==> config.mk <==
export PLATFORM = sky130hd
export DESIGN_NAME = rtd_tester
export DESIGN_NICKNAME = d
export VERILOG_FILES = /design/src/rtl/rtd_pkg.sv /design/src/rtl/rtd_bit_clock.sv /design/src/rtl/rtd_lockout.sv /design/src/rtl/rtd_framer.sv /design/src/rtl/rtd_deframer.sv /design/src/rtl/rtd_tester.sv
export SDC_FILE = /design/constraint.sdc
export NUM_CORES = 1
export LEC_CHECK = 0
export CORE_ASPECT_RATIO = 0.7
export CORE_MARGIN = 10
export CORE_UTILIZATION = 50
export CTS_BUF_LIST = sky130_fd_sc_hd__clkbuf_16
export CTS_CLUSTER_SIZE = 30
export DETAILED_ROUTE_END_ITERATION = 10
export PLACE_DENSITY = 0.71
export SLEW_MARGIN = 20
export SYNTH_ARGS = -nofsm -noshare
export SYNTH_HDL_FRONTEND = slang
export SYNTH_SLANG_ARGS = --single-unit
export TNS_END_PERCENT = 5
==> constraint.sdc <==
create_clock -name clk_i -period 2.3 [get_ports clk_i]
set_input_delay 0.69 -clock clk_i [delete_from_list [all_inputs] [get_ports clk_i]]
set_output_delay 0.69 -clock clk_i [all_outputs]
set_load 0.005 [all_outputs]
==> src/rtl/rtd_pkg.sv <==
// Shared types for the round-trip delay tester.
// Assumes nothing beyond being compiled ahead of the modules that import it.
package rtd_pkg;

    // Receiver progress through one returned frame
    typedef enum logic [1:0] {
        RX_IDLE = 2'd0,
        RX_HUNT = 2'd1,
        RX_DATA = 2'd2
    } rx_state_e;

endpackage

==> src/rtl/rtd_bit_clock.sv <==
// Free-running divider that produces the shared bit-period strobes.
// tick_o marks the last cycle of a period, when the transmitter moves to its next bit.
// mid_o marks the middle of a period, when the receiver samples the line.
// Assumes BIT_DIV >= 2, so the two strobes never fall in the same cycle.
module rtd_bit_clock #(
    parameter int BIT_DIV = 4
) (
    input  logic clk,
    input  logic rst_n,
    output logic tick_o,
    output logic mid_o
);
    localparam int DW = (BIT_DIV > 2) ? $clog2(BIT_DIV) : 1;
    localparam logic [DW-1:0] LAST = DW'(BIT_DIV - 1);
    localparam logic [DW-1:0] HALF = DW'(BIT_DIV / 2 - 1);

    logic [DW-1:0] cnt_q;

    // Count cycles within a bit period, wrapping at the end of each period
    always_ff @(posedge clk) begin
        if (!rst_n)              cnt_q <= '0;
        else if (cnt_q == LAST)  cnt_q <= '0;
        else                     cnt_q <= cnt_q + 1'b1;
    end

    assign tick_o = (cnt_q == LAST);
    assign mid_o  = (cnt_q == HALF);
endmodule

==> src/rtl/rtd_lockout.sv <==
// Trigger lockout timer. It reloads on every accepted trigger and counts down to zero.
// free_o is high once the window has expired.
// Assumes LOCK_CYC >= 2.
module rtd_lockout #(
    parameter int LOCK_CYC = 320
) (
    input  logic clk,
    input  logic rst_n,
    input  logic accept_i,
    output logic free_o
);
    localparam int LW = $clog2(LOCK_CYC + 1);

    logic [LW-1:0] cnt_q;

    // Reload on acceptance, otherwise count down to zero
    always_ff @(posedge clk) begin
        if (!rst_n)              cnt_q <= '0;
        else if (accept_i)       cnt_q <= LW'(LOCK_CYC - 1);
        else if (cnt_q != '0)    cnt_q <= cnt_q - 1'b1;
    end

    assign free_o = (cnt_q == '0);
endmodule

==> src/rtl/rtd_framer.sv <==
// Serial frame transmitter: a start bit of 1, then PAT_W data bits MSB first, then idle at 0.
// The frame begins on the first tick after start_i.
// launch_o pulses in the cycle the start bit is committed to the line.
// Assumes pat_i is held steady from start_i until launch.
module rtd_framer #(
    parameter int PAT_W = 8
) (
    input  logic             clk,
    input  logic             rst_n,
    input  logic             start_i,
    input  logic             tick_i,
    input  logic [PAT_W-1:0] pat_i,
    output logic             tx_o,
    output logic             busy_o,
    output logic             launch_o
);
    localparam int RW = $clog2(PAT_W + 1);

    logic             armed_q;
    logic             sending_q;
    logic [PAT_W-1:0] sh_q;
    logic [RW-1:0]    left_q;

    assign launch_o = armed_q && tick_i;
    assign busy_o   = armed_q || sending_q;

    // Arm on request, then step the line through the frame one bit per tick
    always_ff @(posedge clk) begin
        if (!rst_n) begin
            armed_q   <= 1'b0;
            sending_q <= 1'b0;
            sh_q      <= '0;
            left_q    <= '0;
            tx_o      <= 1'b0;
        end else if (start_i) begin
            armed_q <= 1'b1;
        end else if (launch_o) begin
            armed_q   <= 1'b0;
            sending_q <= 1'b1;
            sh_q      <= pat_i;
            left_q    <= RW'(PAT_W);
            tx_o      <= 1'b1;
        end else if (sending_q && tick_i) begin
            if (left_q != '0) begin
                tx_o   <= sh_q[PAT_W-1];
                sh_q   <= {sh_q[PAT_W-2:0], 1'b0};
                left_q <= left_q - 1'b1;
            end else begin
                tx_o      <= 1'b0;
                sending_q <= 1'b0;
            end
        end
    end
endmodule

==> src/rtl/rtd_deframer.sv <==
// Return-line receiver and delay counter.
// From launch, it counts ticks until a mid-period sample sees the start bit, then shifts in PAT_W bits.
// done_o and timeout_o are single-cycle pulses, and frame_o is valid together with done_o.
// Assumes the return line changes only on tick boundaries.
module rtd_deframer
    import rtd_pkg::*;
#(
    parameter int PAT_W = 8,
    parameter int CNT_W = 8
) (
    input  logic             clk,
    input  logic             rst_n,
    input  logic             launch_i,
    input  logic             tick_i,
    input  logic             mid_i,
    input  logic             rx_i,
    output logic             busy_o,
    output logic             done_o,
    output logic             timeout_o,
    output logic [CNT_W-1:0] delay_o,
    output logic [PAT_W-1:0] frame_o
);
    localparam int IW = $clog2(PAT_W + 1);
    localparam logic [CNT_W-1:0] DLY_MAX = '1;
    localparam logic [IW-1:0]    LAST_BIT = IW'(PAT_W - 1);

    rx_state_e        st_q;
    logic [CNT_W-1:0] dly_q;
    logic [PAT_W-1:0] sh_q;
    logic [IW-1:0]    idx_q;
    logic             seen_start;

    assign seen_start = (st_q == RX_HUNT) && mid_i && rx_i;
    assign timeout_o  = (st_q == RX_HUNT) && !seen_start && tick_i && (dly_q == DLY_MAX);
    assign done_o     = (st_q == RX_DATA) && mid_i && (idx_q == LAST_BIT);
    assign frame_o    = {sh_q[PAT_W-2:0], rx_i};
    assign busy_o     = (st_q != RX_IDLE);
    assign delay_o    = dly_q;

    // Hunt for the start bit while counting bit periods, then capture the data bits
    always_ff @(posedge clk) begin
        if (!rst_n) begin
            st_q  <= RX_IDLE;
            dly_q <= '0;
            sh_q  <= '0;
            idx_q <= '0;
        end else begin
            unique case (st_q)
                RX_IDLE: begin
                    if (launch_i) begin
                        st_q  <= RX_HUNT;
                        dly_q <= '0;
                    end
                end
                RX_HUNT: begin
                    if (seen_start) begin
                        st_q  <= RX_DATA;
                        idx_q <= '0;
                    end else if (tick_i) begin
                        if (dly_q == DLY_MAX) st_q  <= RX_IDLE;
                        else                  dly_q <= dly_q + 1'b1;
                    end
                end
                RX_DATA: begin
                    if (mid_i) begin
                        sh_q <= {sh_q[PAT_W-2:0], rx_i};
                        if (idx_q == LAST_BIT) st_q  <= RX_IDLE;
                        else                   idx_q <= idx_q + 1'b1;
                    end
                end
                default: st_q <= RX_IDLE;
            endcase
        end
    end
endmodule

==> src/rtl/rtd_tester.sv <==
// Top level of the serial pattern round-trip delay tester.
// A trigger is accepted only when the block is idle and the lockout has expired.
// Acceptance latches the switch pattern and clears the results. The framer and the
// deframer then run off the shared bit strobes, and the results are registered on completion.
// Assumes trig_i is already debounced and synchronous to clk_i.
module rtd_tester #(
    parameter int CLK_HZ   = 50_000_000,
    parameter int LOCK_SEC = 5,
    parameter int BIT_DIV  = 50_000,
    parameter int PAT_W    = 8,
    parameter int CNT_W    = 8
) (
    input  logic             clk_i,
    input  logic             rst_ni,
    input  logic             trig_i,
    input  logic [PAT_W-1:0] pattern_i,
    input  logic             rx_i,
    output logic             tx_o,
    output logic [CNT_W-1:0] delay_o,
    output logic [PAT_W-1:0] rx_pattern_o,
    output logic             valid_o,
    output logic             alarm_o
);
    localparam int LOCK_CYC = CLK_HZ * LOCK_SEC;
    localparam logic [CNT_W-1:0] DLY_SAT = '1;

    logic             tick, mid;
    logic             lock_free, idle, accept;
    logic             tx_busy, rx_busy, launch;
    logic             rx_done, rx_timeout;
    logic [CNT_W-1:0] rx_delay;
    logic [PAT_W-1:0] rx_frame;
    logic [PAT_W-1:0] sent_q;

    assign idle   = !tx_busy && !rx_busy;
    assign accept = trig_i && lock_free && idle;

    rtd_bit_clock #(.BIT_DIV(BIT_DIV)) u_clk (
        .clk(clk_i), .rst_n(rst_ni), .tick_o(tick), .mid_o(mid)
    );

    rtd_lockout #(.LOCK_CYC(LOCK_CYC)) u_lock (
        .clk(clk_i), .rst_n(rst_ni), .accept_i(accept), .free_o(lock_free)
    );

    rtd_framer #(.PAT_W(PAT_W)) u_tx (
        .clk(clk_i), .rst_n(rst_ni), .start_i(accept), .tick_i(tick),
        .pat_i(sent_q), .tx_o(tx_o), .busy_o(tx_busy), .launch_o(launch)
    );

    rtd_deframer #(.PAT_W(PAT_W), .CNT_W(CNT_W)) u_rx (
        .clk(clk_i), .rst_n(rst_ni), .launch_i(launch), .tick_i(tick),
        .mid_i(mid), .rx_i(rx_i), .busy_o(rx_busy), .done_o(rx_done),
        .timeout_o(rx_timeout), .delay_o(rx_delay), .frame_o(rx_frame)
    );

    // Latch the switch pattern on acceptance, so later switch changes cannot affect the burst
    always_ff @(posedge clk_i) begin
        if (!rst_ni)     sent_q <= '0;
        else if (accept) sent_q <= pattern_i;
    end

    // Clear the results on acceptance, then publish them on completion or timeout
    always_ff @(posedge clk_i) begin
        if (!rst_ni || accept) begin
            delay_o      <= '0;
            rx_pattern_o <= '0;
            valid_o      <= 1'b0;
            alarm_o      <= 1'b0;
        end else if (rx_done) begin
            delay_o      <= rx_delay;
            rx_pattern_o <= rx_frame;
            valid_o      <= (rx_frame == sent_q);
            alarm_o      <= (rx_frame != sent_q);
        end else if (rx_timeout) begin
            delay_o <= DLY_SAT;
            valid_o <= 1'b0;
            alarm_o <= 1'b1;
        end
    end
endmodule

==> metrics <==
status finished clean; die height 101.8 microns; gr usage total 17.49%; DR iter-0 viols 412; Post-synth EDFFs 0; Final period util 99.36%; final slew viol count 0; Max FO, Critical Path 4; Slew HR 67.74%; WL/cell 16.14 microns; Pre-antenna DRT Iters 5; chip width 136.9 microns; async set-reset flop share out of synthesis 0%; number of global-route vias before repair 3976; pin count of the biggest net entering global routing 28; Row Count 29; skew final 8.008 ps; Worst-path clk slew 70 ps; cell count after synthesis 562; initial antenna violation count 0; Startpoint Class flip-flop; setup tns final 0 ps; worst-margin pin slew 471.7 ps; Most common cell on crit path or4_4; Synth Register Bits 106; initial core utilization 52.09%; Mapped Nets 580; vias 4304; Fin. Hold Viols 0; largest cells by area after synthesis dfxtp_1 44%, xnor2_1 5.7%, nor2_1 5.1%, nand2_1 4.3%, a21oi_1 3.9%; top-area cell type share of the netlist area 44.37%; Post-synth top flop dfxtp_1; Root Driver clkbuf_16; I/O pins 31; GPL Wtd Cong 0.8601; Post-CTS Hold Buffers 0; CP max stage delay 550 ps; f_max 437.6 MHz; MaxCap Viol Count 0; Critical Path RT 2550 ps; Die Area 0.01394 sq mm; IO buf count 30; GR Overflow Total 0; Post-DP HPWL 8.570 mm; DRC 0; PnR Total Power 6.149 mW; worst-path cell chain or4_4, or3_4, or4_4, o21a_1, o31a_1; Warnings, synthesis 0; crit path kind flip-flop to flip-flop; Num CTS Buffers 9; H-tree depth 3; final critical-path required period 2285 ps; Seq/Total Area, Yosys 44.37%; area leader, netlist dfxtp_1; CP Capture Type flip-flop; Post-Route WL 11.95 mm; deepest clock path buffer count 2; clk_lat worst skew 360 ps; synth unique cells 50; VDD IR-drop max 0.6317 mV; Sinks on Clock Net 106; Detail Route Antenna Nets 0; synthesis-to-finish area growth 21.69%; core area 0.009180 sq mm; RSZ-0062 raised after global routing true; CP Data Arrival Time 2530 ps; # setup viols final 0; fin nets 629; P per Cell Area 1057 mW/mm^2; syn_area_per_cell 8.509 sq um; Post-Synthesis Cell Area 0.004782 sq mm; CP max-delay cell or4_4; proportion of layout cells with a drive suffix above 1 12.66%; vias per cell 5.816; Leak Pwr 2.031 nW; Ant. Diodes 0; global-route wire length before repair 19.99 mm; Min-Delay Path Class flip-flop to flip-flop; CTS tree yes
sequential cells by signal (all words and copies together), names as in the netlist:
signal          count
delay_o             8
u_tx.armed_q        1
u_tx.sending_q      1
u_rx.sh_q           7
valid_o             1
u_rx.delay_o        8
u_tx.tx_o           1
sent_q              8
u_rx.st_q           2
alarm_o             1
u_rx.idx_q          4
u_tx.left_q         4
u_lock.cnt_q       28
u_tx.sh_q           8
u_clk.cnt_q        16
rx_pattern_o        8
metrics by stage:
| step | hold slack (ps) | instances | setup slack, ps | utilization (%) | instance area [sq um] |
|---|---|---|---|---|---|
| 3_5_place_dp | 441.7 | 724 | -14.54 | 59.22 | 5436 |
| 3_3_place_gp | 422.4 | 724 | 39.24 | 59.22 | 5436 |
| 2_1_floorplan | 413.2 | 562 | -13.43 | - | 4785 |
| 5_1_grt | 492.2 | 740 | -34.48 | 63.39 | 5819 |
| 4_1_cts | 461.3 | 740 | 1.444 | 62.93 | 5777 |
| 6_report | 460.0 | 740 | 14.73 | 63.39 | 5819 |
critical path, delay by kind of cell (launching register included):
kind	cells	cell delay [ps]
DFF	1	310
AOI/OAI and AO/OA	2	410
and+or+nand+nor	3	1470
path summary, 6_finish.rpt:
kind,start,endpoint,slack (ps),cells after the start
worst max-delay path,u_lock.cnt_q[10],u_lock.cnt_q[25],10,5
worst min-delay path,u_clk.cnt_q[0],u_clk.cnt_q[0],460,1
worst max register to register,u_lock.cnt_q[10],u_lock.cnt_q[25],10,5
worst min register to register,u_clk.cnt_q[0],u_clk.cnt_q[0],460,1
synth_stat cells (6+ instances only):
master / count
inv_1: 11
dfxtp_1: 106
nand3_1: 13
o22ai_1: 9
a21oi_1: 37
o31a_1: 6
nor4_1: 17
xnor2_1: 31
nor3_1: 22
a31oi_1: 12
nand4_1: 18
nor2_1: 65
mux2i_1: 10
nand2_1: 55
or3_1: 8
ha_1: 6
o21ai_0: 21
clkbuf_1: 22
xor2_1: 10
or4_1: 8
buf_2: 6
timing repair:
item,in CTS,in global routing
pin swaps,0,4
resized for setup,3,11
setup buffers,0,0
setup endpoints to repair,3,36
metal layers:
layer	wire, microns	GRT usage [%]	share of wire (%)	up-vias
li1	-	-	-	2119
met4	91	4.685	0.76	0
met3	639	4.657	5.3	8
met2	5192	25.77	43	117
met1	6022	24.69	50	2060
met5	0	0	0	-
area by class of cell:
| type | count | area, sq um |
|---|---|---|
| Clock buffer | 9 | 225.2 |
| Tap cell | 124 | 155.1 |
| Fill cell | 776 | 3361 |
| Sequential cell | 106 | 2123 |
| Clock inverter | 7 | 101.3 |
| Multi-Input combinational cell | 413 | 2539 |
| Inverter | 12 | 45.04 |
| Timing Repair Buffer | 69 | 630.6 |
power by group:
group / total (mW) / leakage, nW / internal [mW] / switching [mW]
Combinational: 2.25 / 1.02 / 1.02 / 1.23
Sequential: 2.23 / 0.858 / 2.02 / 0.215
Clock: 1.67 / 0.153 / 0.963 / 0.708
cell usage in the layout (no fill, tap or decap), types with 15 or more instances in the layout:
cell / Yosys / layout
nor2_1: 65 / 65
a21oi_1: 37 / 36
nor3_1: 22 / 21
nand2_1: 55 / 55
clkdlybuf4s50_1: 0 / 30
buf_4: 0 / 36
nand4_1: 18 / 18
dfxtp_1: 106 / 105
nor4_1: 17 / 15
o21ai_0: 21 / 21
xnor2_1: 31 / 31
cell families after synthesis:
family | synth area share, %
AND/OR/NAND/NOR | 26.66
adder cells (fa/ha/maj) | 1.570
flip-flops | 44.37
multiplexers | 2.093
AO/OA/AOI/OAI | 14.10
XOR/XNOR | 7.509
buffers and inverters | 3.689
(Power assumes the default switching activity.)
